<file path="config.mk">
export PLATFORM = sky130hd
export DESIGN_NAME = ltx_line_ctrl
export DESIGN_NICKNAME = d
export VERILOG_FILES = /design/src/rtl/ltx_pkg.sv /design/src/rtl/ltx_src_sel.sv /design/src/rtl/ltx_alarm_gen.sv /design/src/rtl/ltx_backoff.sv /design/src/rtl/ltx_line_ctrl.sv
export SDC_FILE = /design/constraint.sdc
export NUM_CORES = 1
export LEC_CHECK = 0
export BUFFER_PORTS_ARGS = -buffer_cell sky130_fd_sc_hd__buf_2
export CAP_MARGIN = 20
export CELL_PAD_IN_SITES_DETAIL_PLACEMENT = 2
export CELL_PAD_IN_SITES_GLOBAL_PLACEMENT = 2
export CORE_MARGIN = 2
export CORE_UTILIZATION = 31
export CTS_BUF_LIST = sky130_fd_sc_hd__clkbuf_4 sky130_fd_sc_hd__clkbuf_8 sky130_fd_sc_hd__clkbuf_16
export DETAILED_ROUTE_END_ITERATION = 10
export GPL_ROUTABILITY_DRIVEN = 0
export PLACE_DENSITY_LB_ADDON = 0.1
export SLEW_MARGIN = 20
export SYNTH_ARGS = -nofsm -noshare
export SYNTH_HDL_FRONTEND = slang
export SYNTH_SLANG_ARGS = --single-unit
</file>
<file path="constraint.sdc">
create_clock -name clk -period 1.75 [get_ports clk]
set_input_delay 0 -clock clk [delete_from_list [all_inputs] [get_ports clk]]
set_output_delay 0 -clock clk [all_outputs]
set_load 0.05 [all_outputs]
</file>
<file path="src/rtl/ltx_pkg.sv">
package ltx_pkg;

   typedef enum logic [1:0] {
      LOOP_NONE    = 2'b00,
      LOOP_DIGITAL = 2'b01,
      LOOP_REMOTE  = 2'b10,
      LOOP_LOCAL   = 2'b11
   } loop_mode_e;

   typedef enum logic [1:0] {
      SRC_SYS = 2'd0,
      SRC_REC = 2'd1,
      SRC_ALM = 2'd2
   } tx_src_e;

   typedef struct packed {
      logic pos;
      logic neg;
   } rail_t;

   localparam rail_t RAIL_ZERO = '{pos: 1'b0, neg: 1'b0};

endpackage

</file>
<file path="src/rtl/ltx_src_sel.sv">
module ltx_src_sel
   import ltx_pkg::*;
(
   input  loop_mode_e mode,
   input  logic       alarm_req,
   input  rail_t      sys_bit,
   input  logic       sys_tick,
   input  rail_t      rec_bit,
   input  logic       rec_tick,
   input  logic       ref_tick,
   output tx_src_e    src,
   output logic       act_tick,
   output rail_t      cand
);

   // Remote loop outranks the alarm; the alarm outranks system data.
   always_comb begin
      if (mode == LOOP_REMOTE) begin
         src      = SRC_REC;
         act_tick = rec_tick;
         cand     = rec_bit;
      end else if (alarm_req) begin
         src      = SRC_ALM;
         act_tick = ref_tick;
         cand     = RAIL_ZERO;
      end else begin
         src      = SRC_SYS;
         act_tick = sys_tick;
         cand     = sys_bit;
      end
   end

endmodule

</file>
<file path="src/rtl/ltx_alarm_gen.sv">
module ltx_alarm_gen
   import ltx_pkg::*;
#(
   parameter bit ALARM_AMI = 1'b1
)(
   input  logic  clk,
   input  logic  rst_n,
   input  logic  step,
   output rail_t mark
);

   generate
      if (ALARM_AMI) begin : g_ami
         logic neg_next_q;

         always_ff @(posedge clk or negedge rst_n) begin
            if (!rst_n)    neg_next_q <= 1'b0;
            else if (step) neg_next_q <= ~neg_next_q;
         end

         assign mark = neg_next_q ? '{pos: 1'b0, neg: 1'b1}
                                  : '{pos: 1'b1, neg: 1'b0};

         // polarity turns over on every alarm mark
         p_alarm_alternates_r6: assert property (@(posedge clk) disable iff (!rst_n)
            step |=> (mark.pos == $past(mark.neg)));
      end else begin : g_unipolar
         assign mark = '{pos: 1'b1, neg: 1'b0};
      end
   endgenerate

endmodule

</file>
<file path="src/rtl/ltx_backoff.sv">
module ltx_backoff #(
   parameter int BACKOFF_LEN = 35
)(
   input  logic clk,
   input  logic rst_n,
   input  logic act_tick,
   input  logic fault_qual,
   output logic drive
);

   localparam int CNT_W = $clog2(BACKOFF_LEN + 1);
   localparam logic [CNT_W-1:0] LAST = CNT_W'(BACKOFF_LEN - 1);

   generate
      if (BACKOFF_LEN < 2) begin : g_bad_len
         $error("ltx_backoff: BACKOFF_LEN must be at least 2");
      end
   endgenerate

   logic             drive_q;
   logic [CNT_W-1:0] cnt_q;

   always_ff @(posedge clk or negedge rst_n) begin
      if (!rst_n) begin
         drive_q <= 1'b1;
         cnt_q   <= '0;
      end else if (drive_q) begin
         if (fault_qual) begin
            drive_q <= 1'b0;
            cnt_q   <= '0;
         end
      end else if (act_tick) begin
         if (cnt_q == LAST) begin
            drive_q <= 1'b1;
            cnt_q   <= '0;
         end else begin
            cnt_q <= cnt_q + 1'b1;
         end
      end
   end

   assign drive = drive_q;

   // a fault seen while driving shuts the drivers next cycle
   p_fault_backs_off_r9: assert property (@(posedge clk) disable iff (!rst_n)
      (drive && fault_qual) |=> !drive);

   // the back-off counter stays within its window
   p_cnt_bound_r9: assert property (@(posedge clk) disable iff (!rst_n)
      cnt_q < CNT_W'(BACKOFF_LEN));

   // drivers only return on an active transmit strobe
   p_reenable_on_tick_r10: assert property (@(posedge clk) disable iff (!rst_n)
      (!drive && !act_tick) |=> !drive);

endmodule

</file>
<file path="src/rtl/ltx_line_ctrl.sv">
module ltx_line_ctrl
   import ltx_pkg::*;
#(
   parameter int BACKOFF_LEN = 35,
   parameter bit ALARM_AMI   = 1'b1
)(
   input  logic       clk,
   input  logic       rst_n,
   input  logic [1:0] loop_code,
   input  logic       alarm_req,
   input  logic       sys_pos,
   input  logic       sys_neg,
   input  logic       sys_tick,
   input  logic       rec_pos,
   input  logic       rec_neg,
   input  logic       rec_tick,
   input  logic       ref_tick,
   input  logic       drv_fault,
   output logic       line_pos_en,
   output logic       line_neg_en,
   output logic       line_oe,
   output logic       rx_pos,
   output logic       rx_neg,
   output logic       rx_tick,
   output logic       dual_mark_err
);

   loop_mode_e mode;
   rail_t      sys_bit, rec_bit, cand, mark, tx_q;
   tx_src_e    src;
   logic       act_tick, tick_q, err_q, drive, is_local;
   logic       cand_clash;

   assign mode     = loop_mode_e'(loop_code);
   assign sys_bit  = '{pos: sys_pos, neg: sys_neg};
   assign rec_bit  = '{pos: rec_pos, neg: rec_neg};
   assign is_local = (mode == LOOP_LOCAL);

   ltx_src_sel u_sel (
      .mode      (mode),
      .alarm_req (alarm_req),
      .sys_bit   (sys_bit),
      .sys_tick  (sys_tick),
      .rec_bit   (rec_bit),
      .rec_tick  (rec_tick),
      .ref_tick  (ref_tick),
      .src       (src),
      .act_tick  (act_tick),
      .cand      (cand)
   );

   ltx_alarm_gen #(.ALARM_AMI(ALARM_AMI)) u_alm (
      .clk   (clk),
      .rst_n (rst_n),
      .step  (act_tick && (src == SRC_ALM)),
      .mark  (mark)
   );

   ltx_backoff #(.BACKOFF_LEN(BACKOFF_LEN)) u_bo (
      .clk        (clk),
      .rst_n      (rst_n),
      .act_tick   (act_tick),
      .fault_qual (drv_fault && !is_local),
      .drive      (drive)
   );

   assign cand_clash = cand.pos && cand.neg;

   always_ff @(posedge clk or negedge rst_n) begin
      if (!rst_n) begin
         tx_q   <= RAIL_ZERO;
         tick_q <= 1'b0;
         err_q  <= 1'b0;
      end else begin
         tick_q <= act_tick;
         err_q  <= act_tick && (src != SRC_ALM) && cand_clash;
         if (act_tick) begin
            if (src == SRC_ALM) tx_q <= mark;
            else if (cand_clash) tx_q <= RAIL_ZERO;
            else tx_q <= cand;
         end
      end
   end

   assign line_oe       = drive && !is_local;
   assign line_pos_en   = tx_q.pos && line_oe;
   assign line_neg_en   = tx_q.neg && line_oe;
   assign dual_mark_err = err_q;

   always_comb begin
      unique case (mode)
         LOOP_DIGITAL: begin
            rx_pos  = sys_pos;
            rx_neg  = sys_neg;
            rx_tick = sys_tick;
         end
         LOOP_LOCAL: begin
            rx_pos  = tx_q.pos;
            rx_neg  = tx_q.neg;
            rx_tick = tick_q;
         end
         default: begin
            rx_pos  = rec_pos;
            rx_neg  = rec_neg;
            rx_tick = rec_tick;
         end
      endcase
   end

   // never both pulse enables together
   p_one_rail_r7: assert property (@(posedge clk) disable iff (!rst_n)
      !(line_pos_en && line_neg_en));

   // in remote loop the line bit holds between recovered strobes
   p_remote_holds_r2: assert property (@(posedge clk) disable iff (!rst_n)
      (mode == LOOP_REMOTE && !rec_tick) |=> $stable(tx_q));

   // an alarm strobe always loads a mark
   p_alarm_mark_r5: assert property (@(posedge clk) disable iff (!rst_n)
      (mode != LOOP_REMOTE && alarm_req && ref_tick) |=> (tx_q.pos ^ tx_q.neg));

   // a clash flag comes with a zero on the line register
   p_clash_zero_r8: assert property (@(posedge clk) disable iff (!rst_n)
      dual_mark_err |-> (!tx_q.pos && !tx_q.neg));

endmodule

</file>
==> out/metrics.csv <==
metric;value;unit
status;finished clean;
Avg Cell Area, Syn;9.771;sq um
WL/cell;15.30;microns
hold_sp;drv_fault;
Max Buffers Root-to-Sink;2;
die height;55.46;microns
fin crit share;0.8956;
number of global-route vias before repair;729;
number of synthesized flops with an enable pin;0;
ys flop type;dfrtp_1;
I/O Pins;20;
Worst R2R Path Depth;4;
cts repair resizes;0;
largest cells by area after synthesis;dfrtp_1 34%, mux2i_1 7.3%, nand3_1 4.3%;
ys async rst share;1.000;
latest clock arrival within the worst-skew pair;0.28;ns
Net Count, Synth;99;
number of unique standard cell types used by synthesis;37;
crit path kind;flip-flop to primary output;
crit path cell chain;a21boi_4 > and2_1 > buf_2;
# diodes;0;
DR DRC count;0;
Critical Path Start;u_bo.drive;
dpl cell area;949.7;sq um
worst endpoint required time;1.75;ns
Worst setup EP type;primary output;
net count reported at finish;121;
via count;700;
grt total ovfl;0;
CTS buffer count;3;
Pwr Total;1065;uW
Starting DRT DRC Count;11;
slowest CP cell;dfstp_2;
flops & latches, synth;12;
CP Buf/Inv Count;1;
Detailed Route WL;2066;microns
root buffer cell;clkbuf_4;
max_cap viols;0;
die area;3075;sq um
Crit Reg-Reg Endpoint;u_bo.cnt_q[2];
antenna violations before repair;0;
post-synthesis cell area;820.8;sq um
minimum hold slack;0.007184;ns
CP top delay family;flip-flops;
Critical Path Stages;3;
R2R setup slack;0.20;ns
CP Capture Point;line_pos_en;
area leader, netlist;dfrtp_1;
Slowest Stage Delay on Critical Path;0.63;ns
Final Hold Viols;0;
Least-Margin Pin Slew;0.4289;ns
fmax;638.1;MHz
number of fillers in the final layout;286;
Hold Path Class;input pin to flip-flop;
GR Util All Layers;0.1435;
share of the synthesized area in the top cell type;0.3354;
dpl hpwl;1668;microns
Mapped Cells;84;
first-pass GRT wire length;3498;microns
fin crit period;1.567;ns
Worst-path clk slew;0.08;ns
core area;2500;sq um
Layout area overhead;21.34;%
multi-input logic area;496.7;sq um
fraction of layout cells with a size suffix above 1;0.3429;
RR Startpoint;u_bo.drive;
Antenna Nets Post-Route;0;
Max-Slew Margin vs Limit;0.7131;
most frequent cell after synthesis;dfrtp_1;
crit path DAT;1.57;ns
Max FO, Critical Path;8;
Slew Limit Fails;0;
die width;55.46;microns
FP Rows;18;
Initial Util;0.3283;
P per Cell Area;1070;nW/um^2
most frequent cells after synthesis;11 x dfrtp_1, 7 x nand3_1, 7 x nor2_1, 6 x mux2i_1, 4 x nand2_1;
Final Setup Violations;0;
Static Leak;0.0004839;uW
largest net degree at the start of global routing;13;
IO buf count;19;
Worst Clk Skew;0.001206;ns
total negative setup slack;0;ns
maximum vdd drop;0.6788;mV
# H-tree levels;1;
FF+latch area;301.5;sq um
Critical Path Source Type;flip-flop;
RSZ-0062 raised after global routing;false;
DR pass1 iterations;4;
TritonCTS Sinks;12;
Seq/Total Area, Yosys;0.3674;
Synth warnings;0;
via/cell ratio;5.185;
CTS tree;yes;
design area;996.0;sq um
-- sequential cells by signal (all words and copies together), names as in the netlist --
signal                  cells
u_bo.cnt_q                  6
tx_q                        2
dual_mark_err               1
tick_q                      1
u_alm.g_ami.neg_next_q      1
u_bo.drive                  1
-- worst min path at each step --
stage	depth (start not counted)	slack, ns	to
floorplan	0	-0.30	dual_mark_err
global placement	1	-0.10	u_bo.cnt_q[3]
detailed placement	1	-0.10	u_bo.cnt_q[4]
CTS	3	0.004	u_bo.drive
global route	3	0.002	u_bo.drive
finish	3	0.007	u_bo.drive
-- layout by cell type, fill, tap and decap left out, types with 2 or more instances in the layout --
cell and instances:
inv_1 2, and3_1 2, nand2b_1 3, a21oi_1 3, o21ai_1 2, buf_2 19, xnor2_1 2, a31oi_1 2
a22o_1 2, dfrtp_1 11, and2b_4 2, nand3_1 7, and2_1 2, ha_1 2, mux2i_1 6, nor3b_2 2
nand2_1 4, nor3_1 2, nor2_1 7, clkbuf_4 3
-- kinds of logic (layout without fill, tap and decap cells) --
logic type / after synthesis / count (layout) / synth area share
AOI/OAI and AO/OA: 19 / 19 / 0.1997
adders and majority gates: 2 / 2 / 0.03048
DFF: 12 / 12 / 0.3674
muxes: 7 / 7 / 0.08994
xor gates and xnor gates: 2 / 2 / 0.02135
and+or+nand+nor: 35 / 35 / 0.2500
buffers and inverters: 7 / 28 / 0.04116
-- cell type report --
type                       instances  share of cell area
multi-input combinational         65              0.4987
sequential                        12              0.3028
timing repair buffer              21              0.1131
tap                               30             0.03769
clock buffer                       4             0.03643
inverter                           3             0.01131
-- metal layers --
metal / global-route usage / share of wire
met1: 0.2003 / 0.49
met2: 0.2245 / 0.47
met3: 0.04215 / 0.033
met4: 0.02091 / 0.0048
met5: 0 / 0
-- per-stage QoR --
stage / util / setup slack [ns] / cells
global placement: 0.3799 / 0.2505 / 130
finish: 0.3984 / 0.1828 / 135
detailed placement: 0.3799 / 0.2083 / 130
CTS: 0.3984 / 0.1488 / 135
global route: 0.3984 / 0.1010 / 135
floorplan: - / 0.1619 / 84
-- power by group --
group	total (uW)	switching (uW)	internal [uW]
clock network	224	97.4	127
logic	382	205	176
registers	460	103	357
-- repair_timing --
action	CTS	global route
buffers inserted	0	0
hold endpoints to repair	12	0
hold buffers	1	0
-- worst register-to-register path: stages (launching register included) --
cell,delay (ns)
dfstp_2,0.63
nor2_1,0.07
a22o_1,0.21
o21bai_4,0.18
a221o_1,0.35
Note: power is estimated with default switching activity, not from simulation.
